<file path="src/rtl/erase_tgl_pkg.sv">
package erase_tgl_pkg;

    typedef enum logic [2:0] {
        ST_IDLE,
        ST_WINDOW,
        ST_ERASE,
        ST_CHIP,
        ST_SUSP
    } er_state_e;

    // one bit per status manipulation requested in a cycle
    typedef struct packed {
        logic tog_dq6;
        logic tog_dq2;
        logic clr_dq7;
        logic inv_dq7;
        logic set_dq3;
        logic clr_dq3;
    } stat_op_t;

    localparam int DQ7 = 7;
    localparam int DQ6 = 6;
    localparam int DQ3 = 3;
    localparam int DQ2 = 2;

    function automatic longint unsigned ms_to_ticks(int exp2, int ticks_per_ms);
        return (64'd1 << exp2) * longint'(ticks_per_ms);
    endfunction

    function automatic longint unsigned max3(longint unsigned a, longint unsigned b,
                                             longint unsigned c);
        longint unsigned m;
        m = (a > b) ? a : b;
        return (m > c) ? m : c;
    endfunction

endpackage

</file>
<file path="src/rtl/est_countdown.sv">
module est_countdown #(
    parameter int T_W = 24
) (
    input  logic           clk,
    input  logic           rst,
    input  logic           tick_i,
    input  logic           clr_i,
    input  logic           load_i,
    input  logic [T_W-1:0] load_val_i,
    output logic [T_W-1:0] cnt_o,
    output logic           expire_o
);
    logic [T_W-1:0] cnt_q;

    always_ff @(posedge clk) begin
        if (rst || clr_i)                 cnt_q <= '0;
        else if (load_i)                  cnt_q <= load_val_i;
        else if (tick_i && cnt_q != '0)   cnt_q <= cnt_q - 1'b1;
    end

    assign cnt_o    = cnt_q;
    assign expire_o = tick_i && (cnt_q == T_W'(1));


    no_wrap_chk: assert property (@(posedge clk) disable iff (rst)
        (cnt_q == '0 && !load_i) |=> cnt_q == '0);
endmodule

</file>
<file path="src/rtl/est_sector_track.sv">
module est_sector_track #(
    parameter int NUM_SECTORS = 32,
    parameter int IDX_W       = 5,
    parameter int CNT_W       = 6
) (
    input  logic                   clk,
    input  logic                   rst,
    input  logic                   add_i,
    input  logic [IDX_W-1:0]       idx_i,
    input  logic                   clr_i,
    output logic [NUM_SECTORS-1:0] map_o,
    output logic [CNT_W-1:0]       pend_o
);
    logic [NUM_SECTORS-1:0] map_q;
    logic [CNT_W-1:0]       pend_q;
    logic                   fresh;

    assign fresh = add_i && !map_q[idx_i];

    always_ff @(posedge clk) begin
        if (rst || clr_i) begin
            map_q  <= '0;
            pend_q <= '0;
        end else if (fresh) begin
            map_q[idx_i] <= 1'b1;
            pend_q       <= pend_q + 1'b1;
        end
    end

    assign map_o  = map_q;
    assign pend_o = pend_q;


    pend_match_chk: assert property (@(posedge clk) disable iff (rst)
        32'(pend_q) == $countones(map_q));
endmodule

</file>
<file path="src/rtl/est_status_reg.sv">
module est_status_reg
    import erase_tgl_pkg::*;
(
    input  logic       clk,
    input  logic       rst,
    input  stat_op_t   op_i,
    output logic [7:0] stat_o
);
    logic [7:0] stat_q;
    logic [7:0] stat_d;

    always_comb begin
        stat_d = stat_q;
        if (op_i.tog_dq6) stat_d[DQ6] = ~stat_d[DQ6];
        if (op_i.tog_dq2) stat_d[DQ2] = ~stat_d[DQ2];
        if (op_i.clr_dq7) stat_d[DQ7] = 1'b0;
        if (op_i.inv_dq7) stat_d[DQ7] = ~stat_d[DQ7];
        if (op_i.set_dq3) stat_d[DQ3] = 1'b1;
        if (op_i.clr_dq3) stat_d[DQ3] = 1'b0;
    end

    always_ff @(posedge clk) begin
        if (rst) stat_q <= 8'h00;
        else     stat_q <= stat_d;
    end

    assign stat_o = stat_q;
endmodule

</file>
<file path="src/rtl/erase_status_timer.sv">
module erase_status_timer
    import erase_tgl_pkg::*;
#(
    parameter int NUM_SECTORS  = 32,
    parameter int TICKS_PER_MS = 1000,
    parameter int WINDOW_TICKS = 50,
    parameter int SECTOR_EXP   = 9,
    parameter int CHIP_EXP     = 12,
    localparam int IDX_W = (NUM_SECTORS > 1) ? $clog2(NUM_SECTORS) : 1
) (
    input  logic                   clk,
    input  logic                   rst,
    input  logic                   tick_i,
    input  logic                   sec_add_i,
    input  logic [IDX_W-1:0]       sec_idx_i,
    input  logic                   chip_erase_i,
    input  logic                   suspend_i,
    input  logic                   resume_i,
    input  logic                   abort_i,
    input  logic                   stat_rd_i,
    input  logic [IDX_W-1:0]       rd_sector_i,
    input  logic                   prog_active_i,
    output logic [7:0]             status_o,
    output logic                   busy_o,
    output logic                   suspended_o,
    output logic                   rd_status_o,
    output logic [NUM_SECTORS-1:0] erase_map_o
);
    localparam int CNT_W = $clog2(NUM_SECTORS + 1);
    localparam longint unsigned SECT_UNIT = ms_to_ticks(SECTOR_EXP, TICKS_PER_MS);
    localparam longint unsigned CHIP_T    = ms_to_ticks(CHIP_EXP, TICKS_PER_MS);
    localparam longint unsigned MAX_T     =
        max3(SECT_UNIT * longint'(NUM_SECTORS), CHIP_T, longint'(WINDOW_TICKS));
    localparam int T_W = $clog2(MAX_T + 1);

    er_state_e        state_q, state_d;
    logic [T_W-1:0]   saved_q, cnt, load_val, save_val, full_dur;
    logic             load, cclr, expire, add, tclr, save_en, saved_clr;
    logic             idx_ok, rd_ok, rd_hit;
    logic [CNT_W-1:0] pend;
    stat_op_t         op;

    // index range checks only exist when the sector count is not a power of two
    generate
        if (NUM_SECTORS == (1 << IDX_W)) begin : g_full_range
            assign idx_ok = 1'b1;
            assign rd_ok  = 1'b1;
        end else begin : g_part_range
            assign idx_ok = (32'(sec_idx_i) < NUM_SECTORS);
            assign rd_ok  = (32'(rd_sector_i) < NUM_SECTORS);
        end
    endgenerate

    assign rd_hit   = rd_ok && erase_map_o[rd_sector_i];
    assign full_dur = T_W'(pend) * T_W'(SECT_UNIT);

    always_comb begin
        state_d   = state_q;
        load      = 1'b0;
        load_val  = '0;
        cclr      = 1'b0;
        add       = 1'b0;
        tclr      = 1'b0;
        save_en   = 1'b0;
        save_val  = '0;
        saved_clr = 1'b0;
        op        = '0;

        if (stat_rd_i) begin
            unique case (state_q)
                ST_WINDOW, ST_ERASE, ST_CHIP: begin
                    op.tog_dq6 = 1'b1;
                    op.tog_dq2 = 1'b1;
                end
                ST_IDLE: op.tog_dq6 = prog_active_i;
                ST_SUSP: op.tog_dq2 = rd_hit;
                default: ;
            endcase
        end

        unique case (state_q)
            ST_IDLE: begin
                if (sec_add_i && idx_ok) begin
                    add        = 1'b1;
                    op.clr_dq7 = 1'b1;
                    load       = 1'b1;
                    load_val   = T_W'(WINDOW_TICKS);
                    state_d    = ST_WINDOW;
                end else if (chip_erase_i) begin
                    op.clr_dq7 = 1'b1;
                    load       = 1'b1;
                    load_val   = T_W'(CHIP_T);
                    state_d    = ST_CHIP;
                end
            end
            ST_WINDOW: begin
                if (suspend_i) begin
                    save_en    = 1'b1;
                    save_val   = full_dur;
                    op.clr_dq3 = 1'b1;
                    cclr       = 1'b1;
                    state_d    = ST_SUSP;
                end else if (sec_add_i && idx_ok) begin
                    add        = 1'b1;
                    op.clr_dq7 = 1'b1;
                    load       = 1'b1;
                    load_val   = T_W'(WINDOW_TICKS);
                end else if (abort_i) begin
                    tclr    = 1'b1;
                    cclr    = 1'b1;
                    state_d = ST_IDLE;
                end else if (expire) begin
                    op.set_dq3 = 1'b1;
                    load       = 1'b1;
                    load_val   = full_dur;
                    state_d    = ST_ERASE;
                end
            end
            ST_ERASE: begin
                if (suspend_i) begin
                    save_en    = 1'b1;
                    save_val   = cnt;
                    op.clr_dq3 = 1'b1;
                    cclr       = 1'b1;
                    state_d    = ST_SUSP;
                end else if (expire) begin
                    tclr       = 1'b1;
                    op.clr_dq3 = 1'b1;
                    op.inv_dq7 = 1'b1;
                    state_d    = ST_IDLE;
                end
            end
            ST_CHIP: begin
                if (expire) begin
                    op.inv_dq7 = 1'b1;
                    state_d    = ST_IDLE;
                end
            end
            ST_SUSP: begin
                if (resume_i) begin
                    load       = 1'b1;
                    load_val   = saved_q;
                    saved_clr  = 1'b1;
                    op.clr_dq7 = 1'b1;
                    op.set_dq3 = 1'b1;
                    state_d    = ST_ERASE;
                end
            end
            default: state_d = ST_IDLE;
        endcase
    end

    always_ff @(posedge clk) begin
        if (rst) begin
            state_q <= ST_IDLE;
            saved_q <= '0;
        end else begin
            state_q <= state_d;
            if (save_en)        saved_q <= save_val;
            else if (saved_clr) saved_q <= '0;
        end
    end

    est_countdown #(.T_W(T_W)) u_cnt (
        .clk(clk), .rst(rst), .tick_i(tick_i), .clr_i(cclr), .load_i(load),
        .load_val_i(load_val), .cnt_o(cnt), .expire_o(expire)
    );

    est_sector_track #(.NUM_SECTORS(NUM_SECTORS), .IDX_W(IDX_W), .CNT_W(CNT_W)) u_trk (
        .clk(clk), .rst(rst), .add_i(add), .idx_i(sec_idx_i), .clr_i(tclr),
        .map_o(erase_map_o), .pend_o(pend)
    );

    est_status_reg u_stat (
        .clk(clk), .rst(rst), .op_i(op), .stat_o(status_o)
    );

    assign busy_o      = (state_q == ST_WINDOW) || (state_q == ST_ERASE) || (state_q == ST_CHIP);
    assign suspended_o = (state_q == ST_SUSP);
    assign rd_status_o = busy_o || ((state_q == ST_IDLE) && prog_active_i)
                         || ((state_q == ST_SUSP) && rd_hit);


    accept_chk: assert property (@(posedge clk) disable iff (rst)
        (state_q == ST_IDLE && sec_add_i && idx_ok)
        |=> erase_map_o[$past(sec_idx_i)] && !status_o[DQ7] && busy_o);

    finish_chk: assert property (@(posedge clk) disable iff (rst)
        (state_q == ST_ERASE && expire && !suspend_i)
        |=> erase_map_o == '0 && !status_o[DQ3] && status_o[DQ7] != $past(status_o[DQ7]));

    chip_map_chk: assert property (@(posedge clk) disable iff (rst)
        (state_q == ST_CHIP) |-> erase_map_o == '0);

    busy_toggle_chk: assert property (@(posedge clk) disable iff (rst)
        ((state_q == ST_ERASE || state_q == ST_CHIP) && stat_rd_i)
        |=> status_o[DQ6] != $past(status_o[DQ6]) && status_o[DQ2] != $past(status_o[DQ2]));

    susp_saved_chk: assert property (@(posedge clk) disable iff (rst)
        suspended_o |-> (saved_q != '0) && !busy_o && !status_o[DQ3]);

    susp_reject_chk: assert property (@(posedge clk) disable iff (rst)
        (state_q == ST_SUSP && (sec_add_i || chip_erase_i)) |=> $stable(erase_map_o));
endmodule

</file>
<file path="config.mk">
export PLATFORM = sky130hd
export DESIGN_NAME = erase_status_timer
export DESIGN_NICKNAME = d
export VERILOG_FILES = /design/src/rtl/erase_tgl_pkg.sv /design/src/rtl/est_countdown.sv /design/src/rtl/est_sector_track.sv /design/src/rtl/est_status_reg.sv /design/src/rtl/erase_status_timer.sv
export SDC_FILE = /design/constraint.sdc
export NUM_CORES = 1
export LEC_CHECK = 0
export CAP_MARGIN = 0
export CORE_UTILIZATION = 52
export DETAILED_ROUTE_END_ITERATION = 8
export PLACE_DENSITY = 0.79
export SYNTH_ARGS = -nofsm -noshare
export SYNTH_HDL_FRONTEND = slang
export SYNTH_HIERARCHICAL = 1
export SYNTH_SLANG_ARGS = --single-unit
</file>
<file path="constraint.sdc">
create_clock -name clk -period 3.7 [get_ports clk]
set_input_delay 0.37 -clock clk [delete_from_list [all_inputs] [get_ports clk]]
set_output_delay 0.37 -clock clk [all_outputs]
set_load 0.02 [all_outputs]
</file>
==> results of run 1 <==
-- tightest hold or removal path, stage by stage (launching register included) --
cell	delay, ns
dfxtp_1	0.33
a22oi_1	0.07
nor2_1	0.08
-- cell type report --
class                   instances  area, um^2
well taps                     140         175
clock buffers                   9         124
multi-input cells             439        3630
inverters                      40         150
repair buffers                 84         788
fillers                       858        3960
clock inverters                 7        97.6
flip-flops and latches         93        1860
-- stage by stage --
stage / hold WS (ns) / std cells
after global routing: 0.543 / 812
after detailed placement: 0.499 / 795
final: 0.515 / 812
after global placement: 0.483 / 795
after CTS: 0.520 / 812
after floorplan: 0.442 / 613
-- timing repair --
action | 4_1_cts | 5_1_grt
gates cloned | 0 | 0
setup endpoints to repair | 1 | 6
hold endpoints to repair | 0 | 0
pin swaps | 1 | 8
resized for setup | 0 | 11
hold buffers | 0 | 0
setup buffers | 1 | 0
-- metal layers --
metal / vias up / GRT usage
li1: 2399 / -
met1: 2477 / 0.328
met2: 226 / 0.458
met3: 16 / 0.0478
met4: 0 / 0.0607
met5: - / 0
-- state kept, by name, indices dropped and copies added (netlist names) --
signal	cells
saved_q	24
u_cnt/cnt_o	24
state_q	3
u_stat/stat_o	4
u_trk/pend_o	6
u_trk/map_o	32
-- how the worst min path moves through the flow --
stage                             start                            end  slack [ns]  cells past startpoint
3_3_place_gp   saved_q[10]$_SDFFE_PP0P_       saved_q[10]$_SDFFE_PP0P_        0.48                      2
2_1_floorplan                       rst  u_stat/stat_o[2]$_SDFFE_PP0P_        0.44                      1
5_1_grt         saved_q[8]$_SDFFE_PP0P_        saved_q[8]$_SDFFE_PP0P_        0.54                      2
4_1_cts         saved_q[9]$_SDFFE_PP0P_        saved_q[9]$_SDFFE_PP0P_        0.52                      2
3_5_place_dp    saved_q[6]$_SDFFE_PP0P_        saved_q[6]$_SDFFE_PP0P_        0.50                      2
6_report        saved_q[9]$_SDFFE_PP0P_        saved_q[9]$_SDFFE_PP0P_        0.51                      2
-- cell families (layout without fill, tap and decap cells) --
family | count (synthesis) | count (layout)
buffers and inverters | 81 | 140
other | 1 | 4
AND/OR/NAND/NOR | 171 | 171
AO/OA/AOI/OAI | 175 | 175
adder cells (fa/ha/maj) | 37 | 37
XOR/XNOR | 29 | 29
multiplexers | 23 | 23
flip-flops | 93 | 93
-- power by group through the flow --
stage | Clock, mW | Sequential, mW | Combinational, mW
after detailed placement | 0 | 1.43 | 2.05
final | 0.772 | 1.42 | 2.13
after CTS | 0.779 | 1.41 | 2.08
after global placement | 0 | 1.42 | 2.00
after floorplan | 0 | 1.39 | 1.59
after global routing | 0.822 | 1.44 | 2.32
-- cells in the final DEF, fill, tap and decap left out, drive strengths merged, types with 24 or more instances in the layout --
| cell type | count |
|---|---|
| ha | 25 |
| buf | 26 |
| dfxtp | 93 |
| o21ai | 31 |
| clkdlybuf4s50 | 58 |
| xnor2 | 24 |
| inv | 40 |
| a21oi | 30 |
| nor2 | 50 |
| a32o | 32 |
| nand2 | 26 |
==> results.py, run 1 <==
metrics = {
    "clock_tree": {
        "clk_path_buf_depth": 2,
        "tritoncts": "yes",
        "clock_latency_ns": 0.37,
        "cts.reportedPaths.clkPinSlew_ns": 0.09,
        "cts_buffers": 9,
        "cts.sinks": 93,
        "clockRootBuffer": "clkbuf_8",
        "h-tree-depth": 3,
    },
    "worst_setup_path": {
        "endpoint": "u_cnt/cnt_o[23]$_SDFFE_PP0P_",
        "cp-start-kind": "flip-flop",
        "path_buf_inv": 2,
        "ff2ff_setup_slack_ns": 0.22,
        "critPathMaxStageDelay_ns": 0.61,
        "end_kind": "flip-flop",
        "cp.arrival_ns": 3.73,
        "crit_path_start": "u_trk/pend_o[2]$_SDFFE_PP0P_",
        "cp.required_ns": 3.95,
        "critical_path_class": "flip-flop to flip-flop",
        "path_delay_family": "adder cells",
        "cp.depth": 13,
        "worstPathMaxFanout": 3,
        "crit_path_top_delay_cell": "fa_2",
        "r2r_cells": 13,
        "worstPathCellList": "fa_2 -> inv_1 -> fa_1 -> fa_1 -> inv_1 -> ha_4 -> a21oi_2 -> o21ai_2 -> a41o_1 -> xnor2_1 -> a22o_1 -> o21ai_1 -> a21oi_1",
        "r2r_start": "u_trk/pend_o[2]$_SDFFE_PP0P_",
        "reg2reg_to": "u_cnt/cnt_o[23]$_SDFFE_PP0P_",
    },
    "sta": {
        "relSlewSlack": 0.463,
        "setup_viol": 0,
        "hold_viol_final": 0,
        "tightest_slew_ns": 0.803,
        "setup_tns_ns": 0,
        "grt_setup_unrepaired": "false",
        "final.setup.worst_slack_ns": 0.222,
        "clock.fmax_ghz": 0.288,
        "slew_viol_final": 0,
        "finalCriticalPeriod_ns": 3.48,
        "period_share": 0.940,
        "fin_skew_ns": 0.0141,
    },
    "synth": {
        "ys_ff_latch": 93,
        "yosys.area_share.adder": 0.0960,
        "synth.area.top_cells": "dfxtp_1, mux4_2, a32o_1, ha_1, fa_1",
        "syn_inst": 610,
        "synth_edf_count": 0,
        "synth_flop_cell": "dfxtp_1",
        "synth_top_family_by_area": "compound AO/OA/AOI/OAI gates",
        "yosysSeqAreaShare": 0.323,
        "synth_top_area_cell": "dfxtp_1",
        "synth_top_area_frac": 0.323,
        "synth_mux_area_frac": 0.0808,
        "syn_avg_cell_area_um2": 9.44,
        "synth-simple-area-share": 0.167,
        "yosysMostFrequentCell": "dfxtp_1",
        "synth_commonest_cells": "dfxtp_1, nor2_1, inv_1",
        "yosysWarnings": 6,
        "synth_compound_area_frac": 0.226,
        "synthArstFlopShare": 0,
        "syn_area_um2": 5760,
        "synthXorXnorAreaFrac": 0.0441,
        "synth_cell_types": 75,
    },
    "pwr": {
        "power.switching_mw": 1.93,
        "power.share.clock": 0.179,
        "switching_share": 0.446,
        "vdd_drop_max_uv": 465,
        "pwr-share-seq": 0.328,
        "p_int_mw": 2.39,
        "leakagePower_nw": 2.61,
        "combPwrFrac": 0.494,
        "power_mw": 4.32,
        "power_density_nw_per_um2": 633,
    },
    "finish": {
        "drive_above_1_share": 0.138,
        "finalInstanceArea_um2": 6830,
        "fin_util": 0.633,
        "syn2layout_area_growth_pct": 18.5,
        "n_antenna_cell": 0,
        "nets": 724,
    },
    "route": {
        "wl_met3_mm": 1.03,
        "vias_per_cell": 6.30,
        "ant_nets": 0,
        "wl_mm": 14.9,
        "dr_wl_met2_mm": 7.52,
        "drcViolationCount": 0,
        "highest_layer": "met4",
        "first_pass_iters": 7,
        "wl_met1_mm": 6.26,
        "drt-initial-drc-count": 435,
        "wl_per_cell_um": 18.4,
        "vias": 5118,
    },
    "global_routing": {
        "grt_usage": 0.260,
        "grt_first_pass_wirelength_mm": 23.6,
        "grt_max_degree": 38,
        "antenna_found_initial": 0,
        "grt_pass1_vias": 4899,
        "grt_overflow": 0,
    },
    "floorplanning": {
        "initial_core_util": 0.534,
        "die_x_um": 107,
        "rows": 38,
        "io_pins": 63,
        "core_um2": 10800,
        "die_area_um2": 11500,
        "die_h_um": 107,
    },
    "run_status": {
        "status": "finished clean",
    },
    "hold_path": {
        "hold_class": "flip-flop to flip-flop",
    },
    "job": {
        "cap_violations": 0,
    },
    "placement": {
        "dpl.hpwl_mm": 10.3,
        "pre_cts_ws_ns": 0.0196,
        "dpl_cell_area_um2": 6550,
        "finalWeightedCongestion": 0.826,
        "port_buffers": 58,
    },
}
No activity file was read; power rests on OpenSTA's default activity.
==> run 2: changes to the inputs <==
- RECOVER_POWER: unset -> 50
==> run 2 against run 1 <==
  * Fmax down 0.38%
  * Sequential power barely moved
  * Core utilization shrank 0.15 points
  * Register-to-register slack is essentially flat
  * Hold slack better by 0.0021 ns
  * Cell area fell by 0.24%
  * Count of clock-buffer cells in the layout did not move
  * Sequential share of layout area grew 0.065 points
  * Combinational power about the same
  * Critical path depth grew 3
  * Largest cell class unchanged
==> results.py, run 2 (synthesized netlist as in run 1, its figures left out) <==
metrics = {
    "route": {
        "ant_nets": 0,
        "vias": 5145,
        "wl_mm": 15.0,
        "drcViolationCount": 0,
        "vias_per_cell": 6.34,
        "first_pass_iters": 6,
        "wl_per_cell_um": 18.5,
        "drt-initial-drc-count": 406,
    },
    "worst_setup_path": {
        "crit_path_top_delay_cell": "fa_2",
        "critPathMaxStageDelay_ns": 0.47,
        "ff2ff_setup_slack_ns": 0.21,
        "path_buf_inv": 4,
        "critical_path_class": "flip-flop to flip-flop",
        "reg2reg_to": "u_cnt/cnt_o[22]$_SDFFE_PP0P_",
        "path_delay_family": "adder cells",
        "cp.required_ns": 3.94,
        "worstPathCellList": "fa_2 -> ha_1 -> inv_1 -> fa_1 -> inv_1 -> ha_1 -> inv_1 -> fa_2 -> inv_1 -> a21oi_1 -> o21bai_1 -> a31oi_1 -> xnor2_1 -> a22o_1 -> o21ai_0 -> a21oi_1",
        "cp.arrival_ns": 3.74,
        "r2r_start": "u_trk/pend_o[2]$_SDFFE_PP0P_",
        "cp-start-kind": "flip-flop",
        "worstPathMaxFanout": 3,
        "r2r_cells": 16,
        "critPathMostFrequentCell": "inv_1",
        "end_kind": "flip-flop",
    },
    "placement": {
        "dpl.hpwl_mm": 10.3,
        "finalWeightedCongestion": 0.826,
        "pre_cts_ws_ns": 0.0196,
        "port_buffers": 58,
        "placed_cells": 795,
    },
    "clock_tree": {
        "cts.sinks": 93,
        "clk_path_buf_depth": 2,
        "clock_latency_ns": 0.37,
        "tritoncts": "yes",
        "clockRootBuffer": "clkbuf_8",
        "h-tree-depth": 3,
        "cts.reportedPaths.clkPinSlew_ns": 0.10,
        "holdBufCountCts": 0,
        "cts_buffers": 9,
    },
    "sta": {
        "clock.fmax_ghz": 0.286,
        "tightest_slew_ns": 1.23,
        "setup_tns_ns": 0,
        "final.setup.worst_slack_ns": 0.209,
        "relSlewSlack": 0.179,
        "hold_viol_final": 0,
        "setup_viol": 0,
        "slew_viol_final": 0,
        "fin_skew_ns": 0.0144,
        "finalCriticalPeriod_ns": 3.49,
        "period_share": 0.944,
        "grt_setup_unrepaired": "false",
    },
    "global_routing": {
        "grt_usage": 0.260,
        "grt_overflow": 0,
        "grt_pass1_vias": 4899,
        "grt_max_degree": 38,
        "grt_first_pass_wirelength_mm": 23.6,
        "antenna_found_initial": 0,
    },
    "pwr": {
        "power.switching_mw": 1.92,
        "switching_share": 0.448,
        "pwr-share-seq": 0.330,
        "p_int_mw": 2.37,
        "leakagePower_nw": 2.73,
        "power.share.clock": 0.180,
        "power_density_nw_per_um2": 631,
        "vdd_drop_max_uv": 453,
        "combPwrFrac": 0.491,
    },
    "finish": {
        "nets": 724,
        "nFillCells": 860,
        "n_antenna_cell": 0,
        "syn2layout_area_growth_pct": 18.3,
        "instances_no_fill": 812,
        "final_cell_mix": "dfxtp_1, nor2_1, inv_1, dlygate4sd3_1, a32o_1",
        "drive_above_1_share": 0.132,
        "final_common_cell": "dfxtp_1",
        "fin_util": 0.631,
        "largest_register_ffs": 32,
    },
    "floorplanning": {
        "die_h_um": 107,
        "rows": 38,
        "die_area_um2": 11500,
        "die_x_um": 107,
        "core_um2": 10800,
        "io_pins": 63,
        "initial_core_util": 0.534,
    },
    "hold_path": {
        "whs_path_depth": 2,
        "holdPathEnd": "saved_q[6]$_SDFFE_PP0P_",
        "min_from": "saved_q[6]$_SDFFE_PP0P_",
        "hold_class": "flip-flop to flip-flop",
    },
    "job": {
        "cap_violations": 0,
    },
    "run_status": {
        "status": "finished clean",
    },
}
[run 2: how the worst max path moves through the flow]
stage,from,to,cells after the start
floorplan,u_trk/pend_o[3]$_SDFFE_PP0P_,u_cnt/cnt_o[23]$_SDFFE_PP0P_,12
global placement,u_trk/pend_o[0]$_SDFFE_PP0P_,u_cnt/cnt_o[23]$_SDFFE_PP0P_,13
detailed placement,u_trk/pend_o[3]$_SDFFE_PP0P_,u_cnt/cnt_o[23]$_SDFFE_PP0P_,12
CTS,u_trk/pend_o[0]$_SDFFE_PP0P_,u_cnt/cnt_o[23]$_SDFFE_PP0P_,13
global route,u_cnt/cnt_o[2]$_SDFFE_PP0P_,u_cnt/cnt_o[13]$_SDFFE_PP0P_,11
finish,u_trk/pend_o[2]$_SDFFE_PP0P_,u_cnt/cnt_o[22]$_SDFFE_PP0P_,16
[run 2: power by group through the flow]
stage	registers [mW]	logic, mW	clock network, mW
after floorplan	1.39	1.59	0
after global placement	1.42	2.00	0
after detailed placement	1.43	2.05	0
after CTS	1.41	2.08	0.779
after global routing	1.44	2.30	0.822
final	1.42	2.11	0.772
[run 2: timing repair]
action,in CTS,in global routing
setup endpoints to repair,1,6
endpoints found under the hold margin,0,0
gates resized for setup,0,11
pin swaps,1,8
buffers inserted,1,0
[run 2: final cells by class]
type | instances | area (um^2) | area share
Inverter | 40 | 150 | 0.0220
Timing Repair Buffer | 84 | 782 | 0.115
Clock buffer | 9 | 124 | 0.0182
Multi-Input combinational cell | 439 | 3620 | 0.532
Sequential cell | 93 | 1860 | 0.273
Clock inverter | 7 | 97.6 | 0.0143
Tap cell | 140 | 175 | 0.0257
[run 2: worst register-to-register path, stage by stage (launching register included)]
cell	delay, ns
dfxtp_1	0.38
fa_2	0.47
ha_1	0.30
inv_1	0.05
fa_1	0.46
inv_1	0.07
ha_1	0.16
inv_1	0.06
fa_2	0.34
inv_1	0.06
a21oi_1	0.06
o21bai_1	0.23
a31oi_1	0.15
xnor2_1	0.17
a22o_1	0.20
o21ai_0	0.15
a21oi_1	0.06
[run 2: per-layer routing]
metal  up-vias  GRT usage  share of wire
li1       2395          -              -
met1      2481      0.328           0.42
met2       250      0.458           0.50
met3        19     0.0478          0.071
met4         0     0.0607         0.0097
met5         -          0              0
[run 2: metrics by stage]
step / hold WS (ns) / instance area (um^2) / total power, mW
floorplan: 0.442 / 5770 / 2.98
global placement: 0.483 / 6550 / 3.42
detailed placement: 0.499 / 6550 / 3.48
CTS: 0.520 / 6780 / 4.27
global route: 0.543 / 6810 / 4.56
finish: 0.517 / 6810 / 4.30
